File: src/rtl/arbPkg.sv
package arbPkg;
  typedef enum logic {
    ST_FREE = 1'b0,
    ST_HELD = 1'b1
  } arbState_t;

  typedef struct packed {
    logic loadGrant;
    logic clearGrant;
  } arbStrobes_t;
endpackage

File: src/rtl/arbDatapath.sv
module arbDatapath
  import arbPkg::*;
#(
  parameter int NUM_MASTERS = 4
) (
  input  logic                   clk,
  input  logic                   rstN,
  input  logic                   rrMode,
  input  logic [NUM_MASTERS-1:0] busReq,
  input  arbStrobes_t            strobes,
  output logic [NUM_MASTERS-1:0] grantQ,
  output logic                   anyReq,
  output logic                   ownerReq
);
  localparam int IDX_W = (NUM_MASTERS > 1) ? $clog2(NUM_MASTERS) : 1;
  localparam logic [IDX_W:0] LAST_IDX = IDX_W'(NUM_MASTERS - 1);
  localparam logic [IDX_W:0] COUNT = (IDX_W + 1)'(NUM_MASTERS);

  logic [IDX_W-1:0]       lastOwner;
  logic [NUM_MASTERS-1:0] fixedWin;
  logic [NUM_MASTERS-1:0] rrWin;
  logic [NUM_MASTERS-1:0] winner;
  logic [IDX_W-1:0]       winnerIdx;

  assign anyReq   = |busReq;
  assign ownerReq = |(busReq & grantQ);

  // Fixed priority: scan downward so the lowest set index is assigned last
  always_comb begin
    fixedWin = '0;
    for (int i = NUM_MASTERS - 1; i >= 0; i--) begin
      if (busReq[i]) begin
        fixedWin    = '0;
        fixedWin[i] = 1'b1;
      end
    end
  end

  // Rotating search from lastOwner+1, wrapping
  always_comb begin
    logic [IDX_W:0] probe;
    logic           found;
    rrWin = '0;
    found = 1'b0;
    for (int off = 1; off <= NUM_MASTERS; off++) begin
      probe = {1'b0, lastOwner} + (IDX_W + 1)'(off);
      if (probe >= COUNT) probe = probe - COUNT;
      if (!found && busReq[probe[IDX_W-1:0]]) begin
        rrWin[probe[IDX_W-1:0]] = 1'b1;
        found = 1'b1;
      end
    end
  end

  assign winner = rrMode ? rrWin : fixedWin;

  always_comb begin
    winnerIdx = '0;
    for (int i = 0; i < NUM_MASTERS; i++) begin
      if (winner[i]) winnerIdx = IDX_W'(i);
    end
  end

  always_ff @(posedge clk or negedge rstN) begin
    if (!rstN) begin
      grantQ    <= '0;
      lastOwner <= LAST_IDX[IDX_W-1:0];
    end else if (strobes.loadGrant) begin
      grantQ    <= winner;
      lastOwner <= winnerIdx;
    end else if (strobes.clearGrant) begin
      grantQ <= '0;
    end
  end
endmodule

File: src/rtl/arbControl.sv
module arbControl
  import arbPkg::*;
(
  input  logic        clk,
  input  logic        rstN,
  input  logic        anyReq,
  input  logic        ownerReq,
  output arbStrobes_t strobes
);
  arbState_t state, stateNext;

  always_comb begin
    stateNext = state;
    strobes   = '0;
    unique case (state)
      ST_FREE: if (anyReq) begin
        strobes.loadGrant = 1'b1;
        stateNext         = ST_HELD;
      end
      ST_HELD: if (!ownerReq) begin
        strobes.clearGrant = 1'b1;
        stateNext          = ST_FREE;
      end
      default: stateNext = ST_FREE;
    endcase
  end

  always_ff @(posedge clk or negedge rstN) begin
    if (!rstN) state <= ST_FREE;
    else       state <= stateNext;
  end
endmodule

File: src/rtl/busArbiter.sv
module busArbiter
  import arbPkg::*;
#(
  parameter int NUM_MASTERS = 4
) (
  input  logic                   clk,
  input  logic                   rstN,
  input  logic                   rrMode,
  input  logic [NUM_MASTERS-1:0] busReq,
  output logic [NUM_MASTERS-1:0] busGrant
);
  arbStrobes_t strobes;
  logic        anyReq;
  logic        ownerReq;

  arbControl ctrl (
    .clk      (clk),
    .rstN     (rstN),
    .anyReq   (anyReq),
    .ownerReq (ownerReq),
    .strobes  (strobes)
  );

  arbDatapath #(.NUM_MASTERS(NUM_MASTERS)) dp (
    .clk      (clk),
    .rstN     (rstN),
    .rrMode   (rrMode),
    .busReq   (busReq),
    .strobes  (strobes),
    .grantQ   (busGrant),
    .anyReq   (anyReq),
    .ownerReq (ownerReq)
  );
endmodule

File: config.mk
export PLATFORM = sky130hd
export DESIGN_NAME = busArbiter
export DESIGN_NICKNAME = d
export VERILOG_FILES = /design/src/rtl/arbPkg.sv /design/src/rtl/arbDatapath.sv /design/src/rtl/arbControl.sv /design/src/rtl/busArbiter.sv
export SDC_FILE = /design/constraint.sdc
export NUM_CORES = 1
export LEC_CHECK = 0
export BUFFER_PORTS_ARGS = -buffer_cell sky130_fd_sc_hd__buf_4
export CAP_MARGIN = 10
export CELL_PAD_IN_SITES_DETAIL_PLACEMENT = 0
export CELL_PAD_IN_SITES_GLOBAL_PLACEMENT = 1
export CORE_UTILIZATION = 40
export CTS_BUF_LIST = sky130_fd_sc_hd__clkbuf_8
export DETAILED_ROUTE_END_ITERATION = 6
export PLACE_DENSITY = 0.79
export SYNTH_ARGS = -nofsm -noshare
export SYNTH_HDL_FRONTEND = slang
export SYNTH_SLANG_ARGS = --single-unit
File: constraint.sdc
create_clock -name clk -period 2.6 [get_ports clk]
set_input_delay 0.52 -clock clk [delete_from_list [all_inputs] [get_ports clk]]
set_output_delay 0.52 -clock clk [all_outputs]
set_load 0.01 [all_outputs]
Word-level counts from Yosys, hierarchy flattened
Index checks and enable logic that the tools add are counted.
Widths: inputs -> output; s select.
- register bits: 7
- bits of input ports: 7
- output and inout port bits: 4
- word-level logic and storage cells: 84
- $add $sub $neg: 8
- magnitude comparators: 12
- multiplexer cells: 43
- bitwise logic cells: 5
- reduce and logical (&&, ||, !) cells: 13
- operator list (operator ; count):
    $mux 4 ; 11
    $mux 1 ; 17
    $ge 3x3->1 const B ; 4
    $lt 2x3->1 const B ; 4
    $mux 2 ; 6
    $or 4x4->4 ; 3
    $bmux 1 s2 ; 4
    $demux 1 s2 ; 4
    $ge 2x1->1 const B ; 4
    $reduce_or 4->1 ; 2
    $sub 2x1->2 const B ; 4
    $logic_and 1x1->1 ; 7
    $add 2x2->3 const B ; 2
    $and 4x4->4 ; 1
    $add 2x1->3 const B ; 1
    $add 2x3->3 const B ; 1
    $logic_not 1->1 ; 3
    $pmux 1 s2 ; 1
    $reduce_bool 2->1 ; 1
    $not 1->1 ; 1

Logic depth before layout (Yosys ltp)
- depth after elaboration: 19
- depth in mapped cells: 9
- gate-level depth less buffers: 8

Hierarchy
From an unflattened synthesis, not the netlist that was laid out.
- cell total of the unflattened synthesis: 101
- area total of the unflattened synthesis: 949.7 um2
- modules (own cells, without submodules) (module ; instances ; cells an instance ; area an instance (um2) ; sequential area each (um2)):
    arbDatapath ; 1 ; 97 ; 895.9 ; 152.6
    arbControl ; 1 ; 4 ; 53.8 ; 25.0

Worst setup path before layout
Ideal clock, no wire load.
- path kind: register to register
- from: register dp.lastOwner[0]
- to: register dp.lastOwner[0]
- library setup time: 0.083 ns
- data arrival time: 2.439 ns
- data required time: 2.517 ns
- slack: 0.077 ns
- cell stages (with the launch flop): 9
- path buffers: 1
- clock period less this slack: 2.523 ns
- cells stage by stage: dfstp_2 > buf_6 > inv_1 > ha_1 > mux4_2 > nor4b_4 > and3_1 > a311oi_1 > a221o_1
- cells in the longest elaborated chain, start to end: 19
- elaborated cells on any way between the ends: 64
- classes of those cells: add/sub (8); order compare (12); mux (31); bitwise (3); reduce/logical (10)
- ends and longest elaborated chain (item ; line ; source):
    from (decl) ; arbDatapath.sv:19 ; logic [IDX_W-1:0] lastOwner;
    from (signal assigned) ; arbDatapath.sv:67 ; lastOwner <= LAST_IDX[IDX_W-1:0];
    from (signal assigned) ; arbDatapath.sv:70 ; lastOwner <= winnerIdx;
    branches (longest 14 deep; another with $add 2x1->3) ; n/a ;
    $mux 4 (*) ; arbDatapath.sv:48 ; if (!found && busReq[probe[IDX_W-1:0]]) begin
    $mux 4 (*) ; arbDatapath.sv:55 ; assign winner = rrMode ? rrWin : fixedWin;
    $mux 1 ; arbDatapath.sv:60 ; if (winner[i]) winnerIdx = IDX_W'(i);
    $mux 2 ; arbDatapath.sv:60 ;
    $mux 2 (*) ; arbDatapath.sv:60 ;
Mark *: on every way between the ends. The select of a mux whose other input is x is not followed.
A chain may end at the register's enable or synchronous reset.

Worst setup path after layout
- from: register dp.lastOwner[1]
- to: register dp.lastOwner[0]
The elaborated chain is that of the path after synthesis.

==> reports/results.ini <==
[sta]
maxSlewViolCount=0
finalClockSkew_ns=0.000303
final.period_utilization=0.942
timing_hold_violations_final=0
final.setup.tns_ns=0
fmax_mhz=408
finalCriticalPeriod_ns=2.45
post-route-worst-setup-slack_ns=0.151
tightestPinTransition_ns=0.388
timing.max_slew.rel_slack=0.739
finalSetupViolCount=0
setup_repair_after_global_routing_missed_its_margin=no

[cts]
cts_root_buffer=sky130_fd_sc_hd__clkbuf_8
number_of_buffers_created_by_cts=3
clk_transition_reported_paths_ns=0.04
cts_htree_levels=1
cts_sinks=7
ctsHoldBuffers=0
cts_tree=built
cts_buffer_depth=2
clk_latency_ns=0.23

[outcome]
run_status=complete, no violations

[power_and_ir_drop]
power-per-cell-area_mw_per_mm2=1240
p_total_mw=1.21
power_leakage_nw=0.448
max-vdd-ir-drop_mv=0.621

[global_route]
initial_antenna_violation_count=0
grt_first_pass_wirelength_mm=2.95
vias_in_the_first_global_route=597
grt.total_usage=0.198
grt_max_degree=13
overflow=0

[critical_path]
crit_slowest_cell=sky130_fd_sc_hd__dfstp_2
path_cells=inv_1 > ha_4 > mux4_2 > nor4b_4 > and3_4 > a311oi_2 > a221o_1
crit_required_ns=2.75
setup.worst_path.end_class=flop
element_type_at_the_critical_path_start=flop
critPathKind=reg2reg
cp.arrival_ns=2.60
path_buf_inv=1
critPathMaxStageDelay_ns=0.54
cp_top_family=simple AND/OR/NAND/NOR gates
highest_fanout_seen_on_the_critical_path=8

[cells_and_area]
num-nets-final=113
final_cell_mix=sky130_fd_sc_hd__buf_4 (15), sky130_fd_sc_hd__nand2_1 (9), sky130_fd_sc_hd__ha_1 (7)
most_common_library_cell_in_the_layout_ignoring_fill_and_taps=sky130_fd_sc_hd__buf_4
final_layout_size_suffix_gt1_frac=0.320
flow.area_growth_from_synthesis_pct=23.5
antennaDiodeCount=0

[yosys]
syn_area_per_cell_um2=9.50
synth_seq_cells=7
synth_cells=83
synth.net_count=98
portion_of_the_post_synthesis_area_used_by_sequential_elements=0.225
yosysWarningCount=0
synth.top_cell.area_share=0.159
ys_top_cells_by_area=sky130_fd_sc_hd__dfrtp_1 (16%), sky130_fd_sc_hd__ha_1 (13%), sky130_fd_sc_hd__dfstp_2 (6.7%)
synth.lib_cells_used.distinct=37
post-synth-top-area-cell=sky130_fd_sc_hd__dfrtp_1
netlist_area_um2=788

[routing]
number_of_violations_reported_at_the_end_of_detailed_routing_iteration_0=27
remaining_drcs=0
dr.pass1.iters=4
route.final.wire_length_mm=1.84
drt-vias-per-instance=5.88
num_vias=717
ant_nets=0
route.detailed.wl_per_inst_um=15.1

[placement]
gp_congestion=0.838
hpwl_mm=1.39
numPortBuffers=10
place_worst_setup_slack_ns=0.0662

[floorplanning]
die-height_um=46.4
initial_core_util=0.442
io_pins=11
dieArea_mm2=0.00215
core_region_area_mm2=0.00178
horizontal_extent_of_the_die_um=46.4
rows=15

[flow_run]
max_cap_violations=0

[worst_hold_path]
min_path_type=in2async

-- timing repair --
action / in CTS / in global routing
buffers inserted: 0 / 1
gates resized for setup: 0 / 5
endpoints found under the setup margin: 0 / 2
-- worst reg2reg max path, stage by stage, from the launching register on --
cell and delay, ns:
sky130_fd_sc_hd__dfstp_2 0.54, sky130_fd_sc_hd__inv_1 0.11, sky130_fd_sc_hd__ha_4 0.31, sky130_fd_sc_hd__mux4_2 0.40, sky130_fd_sc_hd__nor4b_4 0.36, sky130_fd_sc_hd__and3_4 0.23
sky130_fd_sc_hd__a311oi_2 0.06, sky130_fd_sc_hd__a221o_1 0.36
-- sequential cells by signal (all words and copies together) (netlist names) --
register,flops
dp.lastOwner,2
ctrl.state,1
dp.grantQ,4
-- through the flow --
step / hold WS [ns] / std cells / instance area (µm²) / util
finish: 0.0947 / 122 / 973 / 0.546
global route: 0.0939 / 122 / 973 / 0.546
CTS: 0.0927 / 121 / 938 / 0.526
detailed placement: 0.336 / 117 / 893 / 0.501
global placement: 0.337 / 117 / 893 / 0.501
floorplan: 0.224 / 83 / 788 / -
-- power breakdown --
group	internal, mW	leakage, nW	switching (mW)
Clock	0.102	0.0269	0.0488
Sequential	0.174	0.0846	0.0413
Combinational	0.409	0.336	0.432
Total	0.686	0.448	0.522
-- cell type report --
class,count,area (µm²)
clock buffers,3,41.3
clock inverters,1,3.75
fillers,166,810
inverters,5,18.8
multi-input cells,66,588
flip-flops and latches,7,178
well taps,25,31.3
repair buffers,15,113
-- Yosys cell counts --
cell type,instances
sky130_fd_sc_hd__nor2_1,3
sky130_fd_sc_hd__nor4_1,1
sky130_fd_sc_hd__nand3_1,5
sky130_fd_sc_hd__mux4_2,2
sky130_fd_sc_hd__or2b_1,1
sky130_fd_sc_hd__mux2i_1,2
sky130_fd_sc_hd__a21boi_0,1
sky130_fd_sc_hd__dfrtp_1,5
sky130_fd_sc_hd__a31oi_1,1
sky130_fd_sc_hd__inv_1,5
sky130_fd_sc_hd__nand2_1,9
sky130_fd_sc_hd__o2111ai_1,1
sky130_fd_sc_hd__or2_1,1
sky130_fd_sc_hd__buf_6,1
sky130_fd_sc_hd__or2_2,1
sky130_fd_sc_hd__buf_2,4
sky130_fd_sc_hd__a211oi_2,1
sky130_fd_sc_hd__and3_1,1
sky130_fd_sc_hd__mux2_2,2
sky130_fd_sc_hd__nand2b_1,1
sky130_fd_sc_hd__nand3b_1,1
sky130_fd_sc_hd__ha_1,8
sky130_fd_sc_hd__a221oi_1,2
sky130_fd_sc_hd__dfstp_2,2
sky130_fd_sc_hd__and2_1,1
sky130_fd_sc_hd__a21oi_1,5
sky130_fd_sc_hd__and2b_1,1
sky130_fd_sc_hd__nor4b_4,1
sky130_fd_sc_hd__mux4_1,2
sky130_fd_sc_hd__a311oi_1,1
sky130_fd_sc_hd__a21o_1,3
sky130_fd_sc_hd__a221o_1,1
sky130_fd_sc_hd__o22a_1,1
sky130_fd_sc_hd__o21ai_0,3
sky130_fd_sc_hd__nor4b_1,1
sky130_fd_sc_hd__nor3_1,1
sky130_fd_sc_hd__a222oi_1,1
-- worst paths after layout --
| check | startpoint | cells after the start | end | slack, ns |
|---|---|---|---|---|
| max | dp.lastOwner[1]$_DFFE_PN1P_ | 7 | dp.lastOwner[0]$_DFFE_PN1P_ | 0.15 |
| min | rstN | 1 | dp.grantQ[0]$_DFFE_PN0P_ | 0.09 |
| max reg2reg | dp.lastOwner[1]$_DFFE_PN1P_ | 7 | dp.lastOwner[0]$_DFFE_PN1P_ | 0.15 |
| min reg2reg | dp.grantQ[3]$_DFFE_PN0P_ | 1 | dp.grantQ[3]$_DFFE_PN0P_ | 0.51 |
| max in group asynchronous | rstN | 1 | dp.lastOwner[0]$_DFFE_PN1P_ | 2.30 |
| min in group clk | dp.grantQ[3]$_DFFE_PN0P_ | 1 | dp.grantQ[3]$_DFFE_PN0P_ | 0.51 |
-- layer usage --
metal  wire (µm)  up-vias  part of all wire  GRT usage
met5           0        -                 0          0
met4           0        0                 0     0.0294
met3         108        0             0.059     0.0706
met2         817       28              0.44      0.244
met1         913      349              0.50      0.320
li1            -      340                 -          -
-- cell families after synthesis --
family                     count (synthesis)  synth area share
and+or+nand+nor                           29             0.213
AOI/OAI and AO/OA                         21             0.194
buffers and inverters                     10            0.0635
muxes                                      8             0.178
adders and majority gates                  8             0.127
DFF                                        7             0.225
No activity file was read; power rests on OpenSTA's default activity.
